--- src/rtl/baud_pkg.sv ---
package baud_pkg;

  localparam int unsigned NUM_DIR = 2;
  localparam int unsigned DIR_RX  = 0;
  localparam int unsigned DIR_TX  = 1;

  localparam logic [1:0] CFG_RATE    = 2'd0;
  localparam logic [1:0] CFG_RX_FINE = 2'd1;
  localparam logic [1:0] CFG_TX_FINE = 2'd2;

  // coarse prescale factor selected by the 2-bit code
  function automatic int unsigned prescale_factor(input logic [1:0] code);
    case (code)
      2'd0:    return 1;
      2'd1:    return 3;
      2'd2:    return 4;
      default: return 13;
    endcase
  endfunction

endpackage

--- src/rtl/baud_cfg_regs.sv ---
module baud_cfg_regs
  import baud_pkg::*;
#(
  parameter int unsigned DIV_W  = 3,
  parameter int unsigned FINE_W = 8,
  parameter int unsigned DATA_W = 8,
  localparam int unsigned RATE_W = 2 + 2 * DIV_W
) (
  input  logic                              clk,
  input  logic                              rst_n,
  input  logic                              cfg_wr,
  input  logic [1:0]                        cfg_addr,
  input  logic [DATA_W-1:0]                 cfg_wdata,
  output logic [1:0]                        pre_nx,
  output logic [NUM_DIR-1:0][DIV_W-1:0]     div_nx,
  output logic [NUM_DIR-1:0][FINE_W-1:0]    fine_nx,
  output logic [NUM_DIR-1:0]                restart
);

  logic [RATE_W-1:0]              rate_q, rate_d;
  logic [NUM_DIR-1:0][FINE_W-1:0] fine_q, fine_d;

  always_comb begin
    rate_d  = rate_q;
    fine_d  = fine_q;
    restart = '0;
    if (cfg_wr) begin
      case (cfg_addr)
        CFG_RATE: begin
          rate_d  = cfg_wdata[RATE_W-1:0];
          restart = '1;
        end
        CFG_RX_FINE: begin
          fine_d[DIR_RX]  = cfg_wdata[FINE_W-1:0];
          restart[DIR_RX] = 1'b1;
        end
        CFG_TX_FINE: begin
          fine_d[DIR_TX]  = cfg_wdata[FINE_W-1:0];
          restart[DIR_TX] = 1'b1;
        end
        default: ;
      endcase
    end
  end

  always_ff @(posedge clk or negedge rst_n) begin
    if (!rst_n) begin
      rate_q <= '0;
      fine_q <= '0;
    end else begin
      rate_q <= rate_d;
      fine_q <= fine_d;
    end
  end

  // next-state view lets a restart load the new period in the write cycle
  assign pre_nx         = rate_d[RATE_W-1:2*DIV_W];
  assign div_nx[DIR_RX] = rate_d[2*DIV_W-1:DIV_W];
  assign div_nx[DIR_TX] = rate_d[DIV_W-1:0];
  assign fine_nx        = fine_d;

  AST_SPARE_ADDR_INERT: assert property (@(posedge clk) disable iff (!rst_n)
    (cfg_wr && cfg_addr == 2'd3) |=> ($stable(rate_q) && $stable(fine_q)));

endmodule

--- src/rtl/baud_len_sel.sv ---
module baud_len_sel
  import baud_pkg::*;
#(
  parameter int unsigned DIV_W  = 3,
  parameter int unsigned FINE_W = 8,
  parameter int unsigned LEN_W  = 11
) (
  input  logic [1:0]        pre_code,
  input  logic [DIV_W-1:0]  div_code,
  input  logic [FINE_W-1:0] fine,
  output logic [LEN_W-1:0]  len
);

  logic [LEN_W-1:0] base;
  logic [LEN_W-1:0] coarse;

  always_comb begin
    base   = LEN_W'(prescale_factor(pre_code));
    coarse = base << div_code;
    len    = (fine != '0) ? LEN_W'(fine) : coarse;
  end

endmodule

--- src/rtl/baud_tick_chain.sv ---
module baud_tick_chain #(
  parameter int unsigned LEN_W    = 11,
  parameter int unsigned OS_RATIO = 16,
  localparam int unsigned BC_W    = (OS_RATIO > 1) ? $clog2(OS_RATIO) : 1
) (
  input  logic             clk,
  input  logic             rst_n,
  input  logic             restart,
  input  logic [LEN_W-1:0] len_in,
  output logic             os_tick,
  output logic             bit_tick
);

  logic [LEN_W-1:0] cur_len;
  logic [LEN_W-1:0] cnt;
  logic [BC_W-1:0]  bcnt;
  logic             bwrap;

  assign os_tick  = (cnt == '0);
  assign bwrap    = (bcnt == BC_W'(OS_RATIO - 1));
  assign bit_tick = os_tick && bwrap;

  always_ff @(posedge clk or negedge rst_n) begin
    if (!rst_n) begin
      cur_len <= LEN_W'(1);
      cnt     <= '0;
      bcnt    <= '0;
    end else if (restart) begin
      cur_len <= len_in;
      cnt     <= len_in - LEN_W'(1);
      bcnt    <= '0;
    end else if (os_tick) begin
      cnt  <= cur_len - LEN_W'(1);
      bcnt <= bwrap ? '0 : bcnt + BC_W'(1);
    end else begin
      cnt <= cnt - LEN_W'(1);
    end
  end

  AST_CNT_IN_PERIOD: assert property (@(posedge clk) disable iff (!rst_n)
    cnt < cur_len);

  AST_BIT_ON_OS: assert property (@(posedge clk) disable iff (!rst_n)
    bit_tick |-> os_tick);

  AST_TICK_ONE_CYCLE: assert property (@(posedge clk) disable iff (!rst_n)
    (os_tick && !restart && cur_len > LEN_W'(1)) |=> !os_tick);

  AST_RESTART_CLEARS_BIT: assert property (@(posedge clk) disable iff (!rst_n)
    restart |=> !bit_tick);

endmodule

--- src/rtl/baud_gen_dual.sv ---
module baud_gen_dual
  import baud_pkg::*;
#(
  parameter int unsigned DIV_W    = 3,
  parameter int unsigned FINE_W   = 8,
  parameter int unsigned OS_RATIO = 16,
  localparam int unsigned RATE_W  = 2 + 2 * DIV_W,
  localparam int unsigned DATA_W  = (RATE_W > FINE_W) ? RATE_W : FINE_W
) (
  input  logic              clk,
  input  logic              rst_n,
  input  logic              cfg_wr,
  input  logic [1:0]        cfg_addr,
  input  logic [DATA_W-1:0] cfg_wdata,
  output logic              rx_os_tick,
  output logic              rx_bit_tick,
  output logic              tx_os_tick,
  output logic              tx_bit_tick
);

  // largest coarse period is 13 * 2^(2^DIV_W - 1) < 2^(3 + 2^DIV_W)
  localparam int unsigned COARSE_W = 3 + (1 << DIV_W);
  localparam int unsigned LEN_W    = (COARSE_W > FINE_W) ? COARSE_W : FINE_W;

  logic [1:0]                     pre_nx;
  logic [NUM_DIR-1:0][DIV_W-1:0]  div_nx;
  logic [NUM_DIR-1:0][FINE_W-1:0] fine_nx;
  logic [NUM_DIR-1:0]             restart;
  logic [NUM_DIR-1:0]             os_v;
  logic [NUM_DIR-1:0]             bit_v;

  baud_cfg_regs #(
    .DIV_W  (DIV_W),
    .FINE_W (FINE_W),
    .DATA_W (DATA_W)
  ) u_regs (
    .clk       (clk),
    .rst_n     (rst_n),
    .cfg_wr    (cfg_wr),
    .cfg_addr  (cfg_addr),
    .cfg_wdata (cfg_wdata),
    .pre_nx    (pre_nx),
    .div_nx    (div_nx),
    .fine_nx   (fine_nx),
    .restart   (restart)
  );

  for (genvar d = 0; d < NUM_DIR; d++) begin : g_dir
    logic [LEN_W-1:0] len;

    baud_len_sel #(
      .DIV_W  (DIV_W),
      .FINE_W (FINE_W),
      .LEN_W  (LEN_W)
    ) u_len (
      .pre_code (pre_nx),
      .div_code (div_nx[d]),
      .fine     (fine_nx[d]),
      .len      (len)
    );

    baud_tick_chain #(
      .LEN_W    (LEN_W),
      .OS_RATIO (OS_RATIO)
    ) u_chain (
      .clk      (clk),
      .rst_n    (rst_n),
      .restart  (restart[d]),
      .len_in   (len),
      .os_tick  (os_v[d]),
      .bit_tick (bit_v[d])
    );
  end

  assign rx_os_tick  = os_v[DIR_RX];
  assign rx_bit_tick = bit_v[DIR_RX];
  assign tx_os_tick  = os_v[DIR_TX];
  assign tx_bit_tick = bit_v[DIR_TX];

endmodule

--- config.mk ---
export PLATFORM = sky130hd
export DESIGN_NAME = baud_gen_dual
export DESIGN_NICKNAME = d
export VERILOG_FILES = /design/src/rtl/baud_pkg.sv /design/src/rtl/baud_cfg_regs.sv /design/src/rtl/baud_len_sel.sv /design/src/rtl/baud_tick_chain.sv /design/src/rtl/baud_gen_dual.sv
export SDC_FILE = /design/constraint.sdc
export NUM_CORES = 1
export LEC_CHECK = 0
export CORE_MARGIN = 4
export CORE_UTILIZATION = 48
export CTS_BUF_LIST = sky130_fd_sc_hd__clkbuf_4
export DETAILED_ROUTE_END_ITERATION = 12
export GPL_ROUTABILITY_DRIVEN = 0
export PLACE_DENSITY = 0.74
export SYNTH_ARGS = -nofsm -noshare
export SYNTH_HDL_FRONTEND = slang
export SYNTH_HIERARCHICAL = 1
export SYNTH_SLANG_ARGS = --single-unit
--- constraint.sdc ---
create_clock -name clk -period 7.05 [get_ports clk]
set_input_delay 1.41 -clock clk [delete_from_list [all_inputs] [get_ports clk]]
set_output_delay 1.41 -clock clk [all_outputs]
set_load 0.01 [all_outputs]
==> results of run 1 <==
[layout make-up]
class / count / area (um^2) / share of cell area, %
tap: 111 / 138.9 / 2.840
clock buffer: 9 / 67.56 / 1.382
sequential: 76 / 1904 / 38.95
timing repair buffer: 18 / 172.7 / 3.531
inverter: 16 / 61.31 / 1.254
multi-input combinational: 323 / 2454 / 50.18
clock inverter: 7 / 91.34 / 1.868
[cell usage in the layout, fill, tap and decap left out, drive strengths merged, types with 8 or more instances in the layout]
| cell | instances |
|---|---|
| a21o | 12 |
| clkbuf | 9 |
| nand2 | 30 |
| clkdlybuf4s50 | 15 |
| inv | 15 |
| nor2b | 13 |
| mux2 | 39 |
| a21oi | 30 |
| dfrtp | 74 |
| nand2b | 8 |
| nor2 | 28 |
| xor2 | 11 |
| o21ai | 25 |
| mux2i | 8 |
| nor3 | 17 |
[per-stage QoR]
stage	power [mW]	hold WS, ns	std cells	cell area (um^2)
after detailed placement	1.116	0.5012	544	4731
final	1.411	0.5253	560	4890
after global routing	1.511	0.5437	560	4890
after floorplan	1.004	0.4802	434	4523
after global placement	1.099	0.5027	544	4731
after CTS	1.420	0.5304	560	4890
[metal layers]
metal / vias up / global-route usage, %
li1: 1608 / -
met1: 1640 / 24.10
met2: 73 / 30.34
met3: 17 / 4.447
met4: 2 / 6.092
met5: - / 0
[synth_stat cells, types with 5 or more instances]
cell type  count
dfrtp_1       74
mux2_2        39
a21oi_1       30
nand2_1       27
nor2_1        26
inv_1         15
o21ai_0       15
nor2b_1       13
a21o_1        12
nor3_1        11
xor2_1        11
o21ai_1       10
mux2i_1        8
nand2b_1       8
buf_2          6
buf_4          6
nor3_2         6
xnor2_1        6
clkbuf_1       5
o22ai_1        5
[where the power goes]
| part | leakage (nW) | switching, mW | internal, mW |
|---|---|---|---|
| clock | 0.0756 | 0.158 | 0.142 |
| combinational | 1.03 | 0.277 | 0.209 |
| sequential | 0.941 | 0.0887 | 0.537 |
[path summary, 6_finish.rpt]
path	to	slack (ns)	cells past startpoint	from
max	g_dir[0].u_chain/cnt[8]	2.49	12	cfg_wr
min	g_dir[0].u_chain/cur_len[9]	0.53	1	g_dir[0].u_chain/cur_len[9]
max reg2reg	g_dir[0].u_chain/cnt[8]	4.26	10	u_regs/rate_q[7]
min reg2reg	g_dir[0].u_chain/cur_len[9]	0.53	1	g_dir[0].u_chain/cur_len[9]
max in group asynchronous	g_dir[0].u_chain/cnt[8]	5.32	1	rst_n
min in group asynchronous	g_dir[1].u_chain/bcnt[1]	1.10	1	rst_n
[sequential cells by signal (all words and copies together) (netlist names)]
register	cells
g_dir.u_chain/bcnt	8
g_dir.u_chain/cur_len	22
u_regs/rate_q	8
u_regs/fine_q	16
g_dir.u_chain/cnt	22
[kinds of logic after synthesis]
logic type                 Yosys count  share of synthesized area [%]
muxes                               47                          11.48
and+or+nand+nor                    137                          20.17
buffers and inverters               35                          3.762
xor gates and xnor gates            17                          3.292
DFF                                 76                          42.10
AOI/OAI and AO/OA                  118                          18.09
adders and majority gates            4                          1.107
==> summary.md, run 1 <==
| Metric | Value |
|---|---|
| Status | `completed` |
| Pre-Repair DR Iteration Count | `4` |
| Pleak | `about 2 nW` |
| Area leader, netlist | `dfrtp_1` |
| Final ANT Viol Nets | `0` |
| Post-synth EDFFs | `0` |
| Slew Viols, Final | `0` |
| Max incr delay on CP | `0.58 ns` |
| Crit Path Max Fanout | `23` |
| CP max stage cell | `clkdlybuf4s50_1` |
| Mapped Avg Cell Area | `10.42 um^2` |
| DIE AREA | `11,040 um^2` |
| GRT overflow | `0` |
| DRC Markers | `0` |
| CTS tree | `done` |
| Pwr dens | `288.7 nW/um^2` |
| Worst Skew | `between 0.02 and 0.025 ns` |
| Share of the yosys chip area belonging to registers | `42.10%` |
| First-pass GRT wire length | `16,650 um` |
| Core ar. | `between 9000 and 10,000 um^2` |
| CP endpoint kind | `flip-flop` |
| Pin count of the biggest net entering global routing | `77` |
| Clock sinks | `76` |
| Hold Fails Final Rpt | `0` |
| Wl on met1 | `4409 um` |
| Fin crit share | `64.67%` |
| Number of distinct library cells after synthesis | `72` |
| Async S/R FF share, synth | `100.0%` |
| Largest cells by area after synthesis | `dfrtp_1 (41%), mux2_2 (9.7%), a21oi_1 (3.3%)` |
| Hold Path Class | `reg2reg` |
| Port Buffers | `16` |
| RSZ-0062 raised after global routing | `false` |
| Total GRT Usage | `a little under a fifth` |
| Site row count | `35` |
| Highest routed layer | `met5` |
| Ant diodes | `0` |
| Startpoint Class | `primary input` |
| Crit path kind | `in2reg` |
| Routed WL | `9531 um` |
| Met3 wire len | `455 um` |
| Data arrival, critical path | `4.86 ns` |
| Clock Latency Late Sink | `0.44 ns` |
| FF+latch count, synth | `76` |
| Fin util | `53.17%` |
| # Post-CTS Setup Buffers | `0` |
| Yosys top cell area share | `about two fifths` |
| Clock Tree Buf Depth | `2` |
| Initial DRC count | `245` |
| Final setup vio count | `0` |
| Delay-heaviest family, CP | `simple AND/OR/NAND/NOR gates` |
| Setup TNS | `0 ns` |
| Place WS | `2.096 ns` |
| Top FF cell, synth | `dfrtp_1` |
| Worst-margin pin slew | `0.9441 ns` |
| Vias | `~3,300` |
| Hold buffer count at CTS | `0` |
| Clk root buf | `clkbuf_4` |
| Layout cells sized above 1 | `between 20 and 25%` |
| Drt wl/cell | `between 15 and 20 um` |
| Vias per inst | `5.964` |
| Synth warn | `6` |
| Initial Util | `between 40 and 50%` |
| Rel. slew slack | `a little under two fifths` |
| H-Tree Depth | `3` |
| Fmax | `0.2193 GHz` |
| Post-synthesis cell area | `4523 um^2` |
| Resize count post-CTS | `0` |
| Worst setup margin | `2.491 ns` |
| Mapped Nets | `451` |
| Initial antenna violation count | `1` |
| Met2 WL | `between 4000 and 5000 um` |
| Min Clock Period, post-route | `4.559 ns` |
| Area Overhead vs Synth | `8.105%` |
| Peak VDD IR | `roughly 0.00010 V` |
| Nets | `461` |
| DP HPWL | `6946 um` |
| Die width | `105.1 um` |
| Die H | `105.1 um` |
| Post-Syn Instances | `434` |
| Vias in the first global route | `3,377` |
| Req. time, crit path | `7.35 ns` |
| Crit path buffers/inverters | `1` |
| CTS buffer count | `9` |
| I/O pin total | `17` |
| CP Cell Sequence | `clkdlybuf4s50_1 > nor3b_4 > mux2_2 > nand2_1 > a2bb2oi_1 > o22ai_1 > a21o_1 > nand2b_1 > o32ai_1 > o211ai_2 > nor4_1 > o31ai_2` |
| Fillers | `801` |
| Clock transition at path regs | `0.12 ns` |
| Max-cap viol count | `0` |
Note: power is estimated with default switching activity, not from simulation.
==> run 2: changes to the inputs <==
- PLACE_DENSITY: 0.74 -> 0.77
- clock period: 7.05 -> 3.9 ns (I/O delays scaled with it)
==> summary.md, run 2 (synthesis gave the netlist of run 1 again) <==
| Metric | Value |
|---|---|
| Crit path kind | `in2reg` |
| Crit Path Max Fanout | `8` |
| Logic pwr share | `40.0%` |
| Setup TNS | `0 ns` |
| Total GRT Usage | `between 10% and 20%` |
| WHS | `about 0.48 ns` |
| Fin area | `5404 um^2` |
| FF+latch area | `1904 um^2` |
| Most common cell after layout, fill and taps aside | `dfrtp_1` |
| Post-DP Area | `roughly 5300 um^2` |
| Slew Viols, Final | `0` |
| Clock transition at path regs | `0.14 ns` |
| Req. time, crit path | `roughly 4.2 ns` |
| Fmax | `0.2712 GHz` |
| Hold Path Class | `in2async` |
| Worst-margin pin slew | `0.9613 ns` |
| Placed cell count | `613` |
| Status | `completed` |
| Die width | `105.1 um` |
| Net Switching | `about 1.0 mW` |
| Top flop regs | `g_dir.u_chain/cnt x22, g_dir.u_chain/cur_len x22, u_regs/fine_q x16` |
| Clock Latency Late Sink | `0.41 ns` |
| Initial DRC count | `180` |
| I/O pin total | `17` |
| Initial antenna violation count | `0` |
| Nets | `530` |
| Vias in the first global route | `3,680` |
| Clk root buf | `clkbuf_4` |
| Pwr dens | `500.8 nW/um^2` |
| First-pass GRT wire length | `~18,000 um` |
| Routed WL | `10,460 um` |
| Area Overhead vs Synth | `19.47%` |
| Port Buffers | `16` |
| Clock sinks | `76` |
| CTS tree | `done` |
| Data arrival, critical path | `around 4.0 ns` |
| Pre-Repair DR Iteration Count | `4` |
| Site row count | `35` |
| Startpoint Class | `primary input` |
| GRT overflow | `0` |
| Clock Tree Buf Depth | `2` |
| Most frequent cells in the layout | `dfrtp_1 (74), buf_4 (71), mux2_2 (39)` |
| Pleak | `2.388 nW` |
| DIE AREA | `roughly 11,000 um^2` |
| Hold Fails Final Rpt | `0` |
| Ant diodes | `0` |
| Multi-input gate area | `2455 um^2` |
| Layout cells sized above 1 | `32.24%` |
| Switching share of power | `around 37%` |
| Drt wl/cell | `16.62 um` |
| Core ar. | `9196 um^2` |
| Rel. slew slack | `35.91%` |
| Peak VDD IR | `0.0002930 V` |
| Clk network pwr share | `18.0%` |
| Die H | `105.1 um` |
| Hold buffer count at CTS | `0` |
| Fillers | `between 700 and 800` |
| Vias per inst | `approximately 5.9` |
| Layout Cells excl Fill | `between 600 and 700` |
| Initial Util | `49.18%` |
| Max-cap viol count | `0` |
| CP endpoint kind | `flip-flop` |
| Min Clock Period, post-route | `3.687 ns` |
| Final setup vio count | `0` |
| Fin util | `between 50% and 60%` |
| Worst Skew | `0.02242 ns` |
| Final ANT Viol Nets | `0` |
| DP HPWL | `7758 um` |
| RSZ-0062 raised after global routing | `false` |
| Cell Int Power | `1.695 mW` |
| CTS buffer count | `9` |
| Pin count of the biggest net entering global routing | `77` |
| Fin crit share | `94.55%` |
| DRC Markers | `0` |
| H-Tree Depth | `3` |
| Sequential Power Share | `a little over two fifths` |
| Vias | `about 3,700` |
[run 2: per-stage QoR]
stage	power [mW]	worst slack, ns
after floorplan	1.816	0.5751
after global placement	2.167	-0.1433
after detailed placement	2.213	-0.2105
after CTS	2.716	0.2338
after global routing	2.892	0.05791
final	2.706	0.2127
[run 2: critical path, stage by stage]
cell             delay, ns
clkdlybuf4s50_1       0.61
buf_4                 0.16
nand3b_2              0.21
mux2_2                0.36
or4_4                 0.59
nor2_8                0.15
a31o_1                0.24
a21oi_1               0.12
ha_1                  0.25
o21a_1                0.17
nand4_1               0.13
nor2_1                0.06
xor2_1                0.16
[run 2: timing repair]
action | in CTS | in global routing
setup buffers | 0 | 0
gates resized for setup | 0 | 1
endpoints found under the setup margin | 0 | 1
[run 2: power by group through the flow]
stage | clock network, mW | registers, mW | logic [mW]
2_1_floorplan | 0 | 1.10 | 0.714
3_3_place_gp | 0 | 1.14 | 1.03
3_5_place_dp | 0 | 1.15 | 1.06
4_1_cts | 0.507 | 1.13 | 1.07
5_1_grt | 0.548 | 1.16 | 1.19
6_report | 0.487 | 1.14 | 1.08
[run 2: layout make-up]
| type | count | share of cell area [%] |
|---|---|---|
| clock buffers | 9 | 1.250 |
| clock inverters | 7 | 1.366 |
| inverters | 16 | 1.135 |
| multi-input cells | 323 | 45.43 |
| flip-flops and latches | 76 | 35.24 |
| well taps | 111 | 2.570 |
| repair buffers | 87 | 13.01 |
[run 2: layer usage]
layer | share of wire (%) | track usage, %
met1 | 46 | 27.14
met2 | 48 | 32.77
met3 | 5.7 | 3.953
met4 | 0.97 | 4.873
met5 | 0 | 0
[run 2: final timing paths]
check / from / to / slack (ns) / cells past startpoint
min in group clk: g_dir[0].u_chain/cur_len[6] / g_dir[0].u_chain/cur_len[6] / 0.54 / 1
worst min register to register: g_dir[0].u_chain/cur_len[6] / g_dir[0].u_chain/cur_len[6] / 0.54 / 1
worst max register to register: u_regs/rate_q[6] / g_dir[1].u_chain/cnt[8] / 1.22 / 12
worst min-delay path: rst_n / g_dir[1].u_chain/bcnt[2] / 0.48 / 1
max in group asynchronous: rst_n / g_dir[0].u_chain/cur_len[2] / 2.76 / 1
worst max-delay path: cfg_addr[1] / g_dir[1].u_chain/cnt[10] / 0.21 / 13
==> run 3: changes to the inputs <==
- CTS_BUF_LIST: sky130_fd_sc_hd__clkbuf_4 -> default
- CTS_CLUSTER_DIAMETER: default -> 60
- PLACE_DENSITY: 0.77 -> 0.8
==> summary.md, run 3 (synthesis gave the netlist of run 1 again) <==
| Metric | Value |
|---|---|
| Pre-Repair DR Iteration Count | `5` |
| Fmax | `0.2685 GHz` |
| R2R Path Start | `u_regs/rate_q[6]` |
| Hold Crit Endpoint | `g_dir[0].u_chain/cur_len[9]` |
| Core ar. | `9196 um^2` |
| Final Power | `2.747 mW` |
| Cell Int Power | `1.724 mW` |
| DRC Markers | `0` |
| Crit path kind | `in2reg` |
| Top flop regs | `g_dir.u_chain/cnt x22, g_dir.u_chain/cur_len x22, u_regs/fine_q x16` |
| Routed WL | `10,570 um` |
| Clk network pwr share | `19.4%` |
| Vias in the first global route | `approximately 3,700` |
| Clock Latency Late Sink | `0.36 ns` |
| Switching share of power | `between 30 and 40%` |
| Placed cell count | `slightly above 600` |
| Layout Cells excl Fill | `623` |
| Data arrival, critical path | `3.99 ns` |
| Place WS | `-0.1657 ns` |
| First-pass GRT wire length | `about 18,000 um` |
| Most frequent cells in the layout | `dfrtp_1 (74), buf_4 (66), mux2_2 (39)` |
| Max-cap viol count | `0` |
| Crit Path Max Fanout | `14` |
| Initial antenna violation count | `0` |
| Vias | `between 3,000 and 4,000` |
| Port Buffers | `16` |
| Site row count | `35` |
| Status | `completed` |
| Final ANT Viol Nets | `0` |
| Drt wl/cell | `between 15 and 20 um` |
| Slew Viols, Final | `0` |
| Ant diodes | `0` |
| DIE AREA | `11,040 um^2` |
| CTS tree | `done` |
| Setup TNS | `0 ns` |
| Peak VDD IR | `0.0001959 V` |
| Initial DRC count | `just under 300` |
| Worst setup margin | `0.1760 ns` |
| Path depth of the worst reg2reg path | `11` |
| Post-DP Area | `around 5200 um^2` |
| Worst Skew | `0.01824 ns` |
| Logic pwr share | `39.3%` |
| Resize count post-CTS | `0` |
| # Post-CTS Setup Buffers | `0` |
| Pwr dens | `511.5 nW/um^2` |
| Area Overhead vs Synth | `18.73%` |
| WHS | `0.5207 ns` |
| GRT overflow | `0` |
| Sequential Power Share | `between 40% and 50%` |
| Fin util | `58.39%` |
| Pleak | `2.361 nW` |
| Clock sinks | `76` |
| Total GRT Usage | `20.17%` |
| Clock Tree Buf Depth | `2` |
| Clock transition at path regs | `0.09 ns` |
| CP endpoint kind | `flip-flop` |
| DP HPWL | `7677 um` |
| H-Tree Depth | `3` |
| Clk root buf | `clkbuf_8` |
| Final setup vio count | `0` |
| Hold Path Origin | `g_dir[0].u_chain/cur_len[9]` |
| Pin count of the biggest net entering global routing | `77` |
| Startpoint Class | `primary input` |
| Vias per inst | `5.899` |
| Rel. slew slack | `~36%` |
| Layout cells sized above 1 | `between 30% and 40%` |
| CTS buffer count | `9` |
| Initial Util | `49.18%` |
| Fin crit share | `95.49%` |
| Fillers | `742` |
| Worst hold path depth | `1` |
| Hold Path Class | `reg2reg` |
| RSZ-0062 raised after global routing | `false` |
| R2R Setup Slk | `approximately 1.2 ns` |
| Hold Fails Final Rpt | `0` |
| Hold buffer count at CTS | `0` |
| I/O pin total | `17` |
| Die width | `105.1 um` |
| Min Clock Period, post-route | `3.724 ns` |
| Nets | `524` |
| Reg2Reg Capture Point | `g_dir[0].u_chain/cnt[8]` |
| Req. time, crit path | `4.17 ns` |
| Die H | `105.1 um` |
| Worst-margin pin slew | `0.9624 ns` |
| Fin area | `between 5000 and 6000 um^2` |
| Net Switching | `1.023 mW` |
| Most common cell after layout, fill and taps aside | `dfrtp_1` |
[run 3: critical path, cell delays in order]
cell	delay, ns
clkdlybuf4s50_1	0.52
nor3b_4	0.33
mux2_2	0.40
buf_4	0.19
nand2_1	0.07
a2111oi_0	0.53
a21o_1	0.21
nand2_1	0.07
and3_1	0.19
ha_1	0.23
o211ai_2	0.13
nor4_1	0.11
o31ai_2	0.25
[run 3: layer usage]
layer / wire [um] / track usage, % / vias up
met3: 486 / 4.756 / 17
li1: - / - / 1746
met5: 0 / 0 / -
met2: 5160 / 33.55 / 111
met1: 4791 / 26.89 / 1801
met4: 135 / 4.124 / 0
[run 3: worst max path at each step]
stage | cells past startpoint | start | to | slack, ns
3_5_place_dp | 13 | cfg_addr[1] | g_dir[0].u_chain/cnt[8] | -0.17
4_1_cts | 13 | cfg_addr[1] | g_dir[0].u_chain/cnt[8] | 0.20
6_report | 13 | cfg_addr[1] | g_dir[0].u_chain/cnt[8] | 0.18
3_3_place_gp | 13 | cfg_addr[1] | g_dir[1].u_chain/cnt[10] | -0.07
2_1_floorplan | 12 | cfg_addr[1] | g_dir[0].u_chain/cnt[8] | 0.58
5_1_grt | 12 | cfg_addr[1] | g_dir[0].u_chain/cnt[10] | 0.006
[run 3: power by group through the flow]
stage | Clock (mW) | Combinational, mW | Sequential [mW]
after floorplan | 0 | 0.714 | 1.10
after global placement | 0 | 1.02 | 1.14
after detailed placement | 0 | 1.07 | 1.14
after CTS | 0.543 | 1.07 | 1.13
after global routing | 0.587 | 1.18 | 1.16
final | 0.533 | 1.08 | 1.14
[run 3: cell type report]
type	count	area [um^2]	share of cell area, %
clock buffer	10	127.6	2.377
sequential	76	1904	35.46
clock inverter	6	38.79	0.7223
multi-input combinational	323	2454	45.69
inverter	16	61.31	1.142
timing repair buffer	81	645.6	12.02
tap	111	138.9	2.586
